`src/rtl/dbg_match_pkg.sv`:
```
package dbg_match_pkg;
  localparam int IDX_W = 8;

  typedef struct packed {
    logic             bpWe;
    logic             wpAddrWe;
    logic             wpTypeWe;
    logic [IDX_W-1:0] idx;
  } cfgStrobe_t;
endpackage

```
`src/rtl/dbg_match_ctrl.sv`:
```
module dbg_match_ctrl
  import dbg_match_pkg::*;
#(
  parameter int NUM_BP = 4,
  parameter int NUM_WP = 4,
  parameter int SEL_W  = 4
) (
  input  logic              cfgWe,
  input  logic [SEL_W-1:0]  cfgSel,
  input  logic [NUM_BP-1:0] bpHit,
  input  logic [NUM_WP-1:0] wpHit,
  output cfgStrobe_t        strobe,
  output logic              bpExcReq,
  output logic              wpExcReq
);
  localparam int WP_BASE  = NUM_BP;
  localparam int TYPE_SEL = NUM_BP + NUM_WP;

  always_comb begin
    strobe = '0;
    if (cfgWe) begin
      if (int'(cfgSel) < WP_BASE) begin
        strobe.bpWe = 1'b1;
        strobe.idx  = IDX_W'(int'(cfgSel));
      end else if (int'(cfgSel) < TYPE_SEL) begin
        strobe.wpAddrWe = 1'b1;
        strobe.idx      = IDX_W'(int'(cfgSel) - WP_BASE);
      end else if (int'(cfgSel) == TYPE_SEL) begin
        strobe.wpTypeWe = 1'b1;
      end
    end
  end

  // Watchpoint takes precedence; breakpoint only when no watchpoint is pending.
  always_comb begin
    wpExcReq = |wpHit;
    bpExcReq = (|bpHit) & ~wpExcReq;
  end
endmodule

```
`src/rtl/dbg_match_dp.sv`:
```
module dbg_match_dp
  import dbg_match_pkg::*;
#(
  parameter int NUM_BP = 4,
  parameter int NUM_WP = 4,
  parameter int ADDR_W = 32
) (
  input  logic              clk,
  input  logic              rstN,
  input  cfgStrobe_t        strobe,
  input  logic [ADDR_W-1:0] cfgWdata,
  input  logic              fetchValid,
  input  logic [ADDR_W-1:0] fetchPc,
  input  logic              dataRd,
  input  logic              dataWr,
  input  logic [ADDR_W-1:0] dataAddr,
  output logic [NUM_BP-1:0] bpHit,
  output logic [NUM_WP-1:0] wpHit,
  output logic [NUM_BP-1:0] bpHitQ,
  output logic [NUM_WP-1:0] wpHitQ
);
  localparam int WORD_W = ADDR_W - 2;
  localparam logic [ADDR_W-1:0] WORD_MASK = {{WORD_W{1'b1}}, 2'b00};

  for (genvar i = 0; i < NUM_BP; i++) begin : g_bp
    logic              bpEn;
    logic [WORD_W-1:0] bpWord;

    always_ff @(posedge clk) begin
      if (!rstN) begin
        bpEn   <= 1'b0;
        bpWord <= '0;
      end else if (strobe.bpWe && strobe.idx == IDX_W'(i)) begin
        bpEn   <= cfgWdata[0];
        bpWord <= cfgWdata[ADDR_W-1:2];
      end
    end

    assign bpHit[i] = fetchValid & bpEn & ((fetchPc & WORD_MASK) == {bpWord, 2'b00});
  end

  for (genvar i = 0; i < NUM_WP; i++) begin : g_wp
    logic [ADDR_W-1:0] wpAddr;
    logic [1:0]        wpType;

    always_ff @(posedge clk) begin
      if (!rstN) begin
        wpAddr <= '0;
        wpType <= 2'b00;
      end else begin
        if (strobe.wpAddrWe && strobe.idx == IDX_W'(i)) wpAddr <= cfgWdata;
        if (strobe.wpTypeWe) wpType <= cfgWdata[2*i +: 2];
      end
    end

    assign wpHit[i] = (wpAddr == dataAddr) & ((dataRd & wpType[0]) | (dataWr & wpType[1]));
  end

  always_ff @(posedge clk) begin
    if (!rstN) begin
      bpHitQ <= '0;
      wpHitQ <= '0;
    end else begin
      bpHitQ <= bpHit;
      wpHitQ <= wpHit;
    end
  end
endmodule

```
`src/rtl/dbg_match_unit.sv`:
```
module dbg_match_unit
  import dbg_match_pkg::*;
#(
  parameter int NUM_BP = 4,
  parameter int NUM_WP = 4,
  parameter int ADDR_W = 32,
  localparam int SEL_W = $clog2(NUM_BP + NUM_WP + 1)
) (
  input  logic              clk,
  input  logic              rstN,
  input  logic              cfgWe,
  input  logic [SEL_W-1:0]  cfgSel,
  input  logic [ADDR_W-1:0] cfgWdata,
  input  logic              fetchValid,
  input  logic [ADDR_W-1:0] fetchPc,
  input  logic              dataRd,
  input  logic              dataWr,
  input  logic [ADDR_W-1:0] dataAddr,
  output logic              bpExcReq,
  output logic              wpExcReq,
  output logic [NUM_BP-1:0] bpHitVec,
  output logic [NUM_WP-1:0] wpHitVec,
  output logic [NUM_BP-1:0] bpHitVecQ,
  output logic [NUM_WP-1:0] wpHitVecQ
);
  cfgStrobe_t strobe;

  dbg_match_ctrl #(.NUM_BP(NUM_BP), .NUM_WP(NUM_WP), .SEL_W(SEL_W)) ctrl_i (
    .cfgWe    (cfgWe),
    .cfgSel   (cfgSel),
    .bpHit    (bpHitVec),
    .wpHit    (wpHitVec),
    .strobe   (strobe),
    .bpExcReq (bpExcReq),
    .wpExcReq (wpExcReq)
  );

  dbg_match_dp #(.NUM_BP(NUM_BP), .NUM_WP(NUM_WP), .ADDR_W(ADDR_W)) dp_i (
    .clk        (clk),
    .rstN       (rstN),
    .strobe     (strobe),
    .cfgWdata   (cfgWdata),
    .fetchValid (fetchValid),
    .fetchPc    (fetchPc),
    .dataRd     (dataRd),
    .dataWr     (dataWr),
    .dataAddr   (dataAddr),
    .bpHit      (bpHitVec),
    .wpHit      (wpHitVec),
    .bpHitQ     (bpHitVecQ),
    .wpHitQ     (wpHitVecQ)
  );
endmodule

```
`config.mk`:
```
export PLATFORM = sky130hd
export DESIGN_NAME = dbg_match_unit
export DESIGN_NICKNAME = d
export VERILOG_FILES = /design/src/rtl/dbg_match_pkg.sv /design/src/rtl/dbg_match_ctrl.sv /design/src/rtl/dbg_match_dp.sv /design/src/rtl/dbg_match_unit.sv
export SDC_FILE = /design/constraint.sdc
export NUM_CORES = 1
export LEC_CHECK = 0
export BUFFER_PORTS_ARGS = -buffer_cell sky130_fd_sc_hd__buf_2
export CORE_ASPECT_RATIO = 1.5
export CORE_MARGIN = 2
export CORE_UTILIZATION = 36
export DETAILED_ROUTE_END_ITERATION = 8
export PLACE_DENSITY_LB_ADDON = 0.15
export SYNTH_ARGS = -nofsm -noshare
export SYNTH_HDL_FRONTEND = slang
export SYNTH_SLANG_ARGS = --single-unit
```
`constraint.sdc`:
```
create_clock -name clk -period 1.15 [get_ports clk]
set_input_delay 0 -clock clk [delete_from_list [all_inputs] [get_ports clk]]
set_output_delay 0 -clock clk [all_outputs]
set_load 0.03 [all_outputs]
```
==> Word level (Yosys, flattened, before mapping) <==
Cells that the tools add are included.
{ "classes": {"add_sub_neg": 1, "order_cmp": 2, "reduce_logical": 11, "n_bitwise": 26, "n_mux": 8, "eq_ne": 12} }
{ "ops": {"columns": ["op", "count"], "rows": [
  ["$eq A32 B32 Y1", 4],
  ["$eq A30 B30 Y1", 4],
  ["$and A1 B1 Y1", 21],
  ["$eq A8 B2 Y1 const B", 2],
  ["$mux W8", 2],
  ["$mux W11", 1],
  ["$eq A8 B1 Y1 const B", 1],
  ["$logic_and A1 B1 Y1", 8],
  ["$logic_not A8 Y1", 1],
  ["$reduce_or A4 Y1", 2],
  ["$sub A4 B3 Y5 const B", 1],
  ["$eq A4 B4 Y1 const B", 1],
  ["$lt A4 B3 Y1 const B", 1],
  ["$lt A4 B4 Y1 const B", 1],
  ["$mux W1", 4],
  ["$or A1 B1 Y1", 4],
  ["$mux W2", 1],
  ["$not A1 Y1", 1]
]} }
{ "word_totals": {"output_inout_bits": 18, "register_bits": 268, "inputBits": 106, "wordCells": 78} }

==> Logic depth before layout (Yosys ltp) <==
{ "logic_depth": {"word_depth": 7, "mapped_depth": 7} }

==> Modules after synthesis <==
From an unflattened synthesis, not the netlist that was laid out.
{ "unflattened": {"cells_unflattened": 1423, "area_unflattened_um2": 12594.6} }
{ "modules_own_cells": {"columns": ["mod", "area_per_inst_um2", "cells_each", "n_inst"], "rows": [
  ["dbg_match_dp", 12480.7, 1406, 1],
  ["dbg_match_ctrl", 113.9, 17, 1]
]} }

==> Least setup slack after synthesis <==
Ideal clock, no wire load.
{ "synth_path": {"kind": "register to output", "startpoint": "reg dp_i.g_wp[3].wpAddr[28]", "endpoint": "out bpExcReq", "required_ns": 1.150, "path_slack_ns": -1.378, "arrival_ns": 2.528, "n_path_buf": 0, "path_stages_with_launch": 7, "cell_sequence": "dfxtp_1 -> xor2_1 -> nor4_1 -> nand4_1 -> nor4_1 -> or4_1 -> nor2_1"} }
{ "synth_between": {"elab_chain_len": 5} }
{ "synth_lines": {"columns": ["item", "line_no", "rtl"], "rows": [
  ["start, declared", "dbg_match_dp.sv:43", "logic [ADDR_W-1:0] wpAddr;"],
  ["start signal, assigned", "dbg_match_dp.sv:51", "if (strobe.wpAddrWe && strobe.idx == IDX_W'(i)) wpAddr <= cfgWdata;"],
  ["$eq A32 B32 Y1", "dbg_match_dp.sv:56", "assign wpHit[i] = (wpAddr == dataAddr) & ((dataRd & wpType[0]) | (dataWr & wpType[1]));"],
  ["$and A1 B1 Y1", "dbg_match_dp.sv:56", null],
  ["via wpHitVec[3]", "dbg_match_unit.sv:22", "output logic [NUM_WP-1:0] wpHitVec,"],
  ["$reduce_or A4 Y1", "dbg_match_ctrl.sv:36", "wpExcReq = |wpHit;"],
  ["via wpExcReq", "dbg_match_unit.sv:20", "output logic wpExcReq,"],
  ["$not A1 Y1", "dbg_match_ctrl.sv:37", "bpExcReq = (|bpHit) & ~wpExcReq;"],
  ["$and A1 B1 Y1", "dbg_match_ctrl.sv:37", null],
  ["end, declared", "dbg_match_unit.sv:19", "output logic bpExcReq,"]
]} }
The timed path passes the listed nets, and every way through them passes these cells.

==> Worst setup path in the final report <==
{ "layout_path": {"startpoint": "reg dp_i.g_wp[1].wpAddr[0]", "endpoint": "out bpExcReq"} }
{ "layout_between": {"elab_chain_len": 5} }
{ "layout_lines": {"columns": ["item", "line_no"], "rows": [
  ["start, declared", "dbg_match_dp.sv:43"],
  ["start signal, assigned", "dbg_match_dp.sv:51"],
  ["$eq A32 B32 Y1", "dbg_match_dp.sv:56"],
  ["$and A1 B1 Y1", "dbg_match_dp.sv:56"],
  ["$reduce_or A4 Y1", "dbg_match_ctrl.sv:36"],
  ["$not A1 Y1", "dbg_match_ctrl.sv:37"],
  ["$and A1 B1 Y1", "dbg_match_ctrl.sv:37"]
]} }
No other way between the ends.

==> summary.md <==
| Metric | Value |
|---|---|
| Outcome | `finished with violations` |
| Violated checks | `setup timing` |
| Req. time, crit path | `1150 ps` |
| Total track usage | `25.6%` |
| Maximum fanout along the worst path | `2` |
| Die width | `158 um` |
| Top-count cell post-synth | `nand2_1` |
| Cell Area, Synth | `12800 um^2` |
| Synthesis-stage register bit count | `268` |
| RSZ-0062 raised after global routing | `true` |
| Largest area contributor in the netlist | `dfxtp_1` |
| Area contributors post-synth | `dfxtp_1 (42%), nand2_1 (15%), xor2_1 (12%)` |
| Max Slew Vio Count | `0` |
| DIE HEIGHT | `235 um` |
| Avg Cell Area, Syn | `8.31 um^2` |
| Number of clock sinks | `268` |
| RR Startpoint | `dp_i.g_wp[2].wpAddr[16]$_SDFFE_PN0P_` |
| Hpwl dp | `33.2 mm` |
| PortBufs | `121` |
| Max-cap violations | `0` |
| Worst Tran Pin Value | `451 ps` |
| Initial Util | `36.5%` |
| Hold WS | `23.0 ps` |
| CTS buffer count | `28` |
| Worst setup SP type | `flip-flop` |
| WS Path Type | `flip-flop to primary output` |
| Fillers | `3456` |
| Post-route minimum period | `2420 ps` |
| Initial antenna violation count | `1` |
| Largest net degree at the start of global routing | `53` |
| Layout cells sized above 1 | `23.2%` |
| Site Rows | `84` |
| RD Place Congestion | `0.869` |
| DR DRC count | `0` |
| Flop2flop setup slack | `-690 ps` |
| Primary FF master, synth | `dfxtp_1` |
| DRT Pass-1 Iters | `4` |
| Final Hold Violating Endpoints | `0` |
| Clk Latency, worst-skew pair | `560 ps` |
| WL final | `47.3 mm` |
| Finished layout cell area | `16700 um^2` |
| Seq/Total Area, Yosys | `41.9%` |
| Antenna cell count | `0` |
| Hold-critical path depth | `5` |
| Clock transition at path regs | `70 ps` |
| 1st-iter DRT viols | `634` |
| Top Ports | `124` |
| Vias | `11032` |
| Number of synthesized flops with an enable pin | `0` |
| Synthesis-to-finish area growth | `30.9%` |
| Syn. warnings | `0` |
| Core ar. | `35000 um^2` |
| Final nets | `1840` |
| Slew HR | `69.7%` |
| Grt total ovfl | `0` |
| Net Count, Synth | `1646` |
| Number of distinct library cells after synthesis | `26` |
| End of the worst register-to-register path | `dp_i.wpHitQ[2]$_SDFF_PN0_` |
| WL/cell | `21.2 um` |
| Clock buffer depth | `3` |
| Leak | `6.44 nW` |
| Post-synth ARST share | `0%` |
| Setup violators final | `18` |
| FMAX | `414 MHz` |
| Global-route wire length before repair | `70.1 mm` |
| Final worst slack | `-1270 ps` |
| CTS tree | `built` |
| Critical Path Sink Type | `primary output` |
| Final Cycle Share | `210%` |
| Hold Path Class | `input pin to flip-flop` |
| FF-to-FF path depth | `7` |
| Synthesized instance count | `1540` |
| Clock root cell | `clkbuf_16` |
| Placed insts | `2144` |
| Design Power | `0.0219 W` |
| VDD IR max | `0.00183 V` |
| Die area | `37100 um^2` |
| Fin cells | `2229` |
| Critical path arrival | `2420 ps` |
| Post-DRT Antenna Nets | `0` |
| Via/cell ratio | `4.95` |
| Post-synth top cells | `nand2_1 (509), dfxtp_1 (268), a21boi_0 (178), xor2_1 (168), xnor2_1 (80)` |
| H-tree depth | `1` |
| Number of global-route vias before repair | `11005` |
| Hold Path End | `dp_i.g_bp[2].bpWord[28]$_SDFFE_PN0P_` |
| Share of the synthesized area in the top cell type | `41.9%` |
| Pwr dens | `1310 nW/um^2` |
| Clock skew | `11.5 ps` |
| Worst Setup SP | `dp_i.g_wp[1].wpAddr[0]$_SDFFE_PN0P_` |
| Hold path start | `cfgSel[0]` |
| Placement Cell Area | `15000 um^2` |
## what timing repair did
action                     in CTS  in global routing
hold endpoints to repair      260                  0
pin swaps                      20                 12
gates cloned                    0                  0
buffers inserted                3                  2
hold buffers                   33                  0
resized for setup              54                 31
setup endpoints to repair      18                 18
## per-layer routing
metal | vias up | share of wire (%) | track usage (%)
met5 | - | 0.027 | 0
met4 | 2 | 6.1 | 13.4
met3 | 100 | 3.9 | 3.15
met2 | 290 | 52 | 47.1
met1 | 5262 | 38 | 28.1
li1 | 5378 | - | -
## final cells by class
class / instances / area, um^2 / share of cell area [%]
multi-input combinational: 1146 / 7360 / 44.0
sequential: 268 / 5420 / 32.4
timing repair buffer: 290 / 2340 / 14.0
clock buffer: 37 / 815 / 4.86
tap: 473 / 592 / 3.53
clock inverter: 15 / 216 / 1.29
## state kept, by name, summed over array words and instances, names as in the netlist
register and flops:
dp_i.g_bp.bpEn 4, dp_i.g_bp.bpWord 120, dp_i.g_wp.wpType 8, dp_i.wpHitQ 4, dp_i.bpHitQ 4, dp_i.g_wp.wpAddr 128
## logic make-up (layout without fill, tap and decap cells)
logic type      after synthesis  in the layout  synth area share (%)
buf+inv                     126            342                  4.27
simple gates                634            634                  21.1
mux                           8              8                 0.626
compound gates              256            256                  15.1
xor+xnor                    248            248                  17.0
flops                       268            268                  41.9
## layout by cell type, fill, tap and decap left out, types with 3 or more instances in the layout
cell and instances:
dfxtp_2 39, or3_1 4, nand4_1 32, xnor2_1 79
nor4_1 21, xor2_4 3, nor2b_1 8, a21boi_0 178
clkbuf_16 28, a21boi_1 74, buf_12 24, nor4_2 14
nor4_4 15, clkinv_2 7, nor3_1 3, clkbuf_8 8
dfxtp_1 227, xor2_2 9, and2_1 5, dlygate4sd3_1 33
bufinv_16 5, buf_2 110, nand2_1 509, nor2_2 3
a22o_1 4, buf_6 14, nor3_2 5, mux2i_1 8
xor2_1 156, buf_4 109, and2_4 3
## critical path: stages (launching register included)
cell     delay (ps)
dfxtp_1         380
xor2_2          260
nor4_4           90
nand4_1         150
nor4_4           60
or4_4           590
nor2_4          170
buf_6           150
## where the power goes
| part | internal [W] | switching, W |
|---|---|---|
| logic | 0.000994 | 0.00140 |
| registers | 0.00940 | 0.0000769 |
| clock network | 0.00610 | 0.00394 |
| total | 0.0165 | 0.00542 |
## metrics by stage
stage	TNS [ps]	worst slack (ps)	utilization (%)
global placement	-43770	-956	42.8
finish	-16130	-1270	47.8
global route	-17580	-1340	47.8
detailed placement	-49510	-1010	42.8
floorplan	-6750	-644	-
CTS	-16520	-1280	47.4
## worst max path at each step
stage / slack (ps) / depth (start not counted) / to
CTS: -1280 / 8 / bpExcReq
finish: -1270 / 7 / bpExcReq
floorplan: -640 / 6 / bpExcReq
global route: -1340 / 8 / bpExcReq
detailed placement: -1010 / 8 / bpExcReq
global placement: -960 / 8 / bpExcReq
Note: power is estimated with default switching activity, not from simulation.
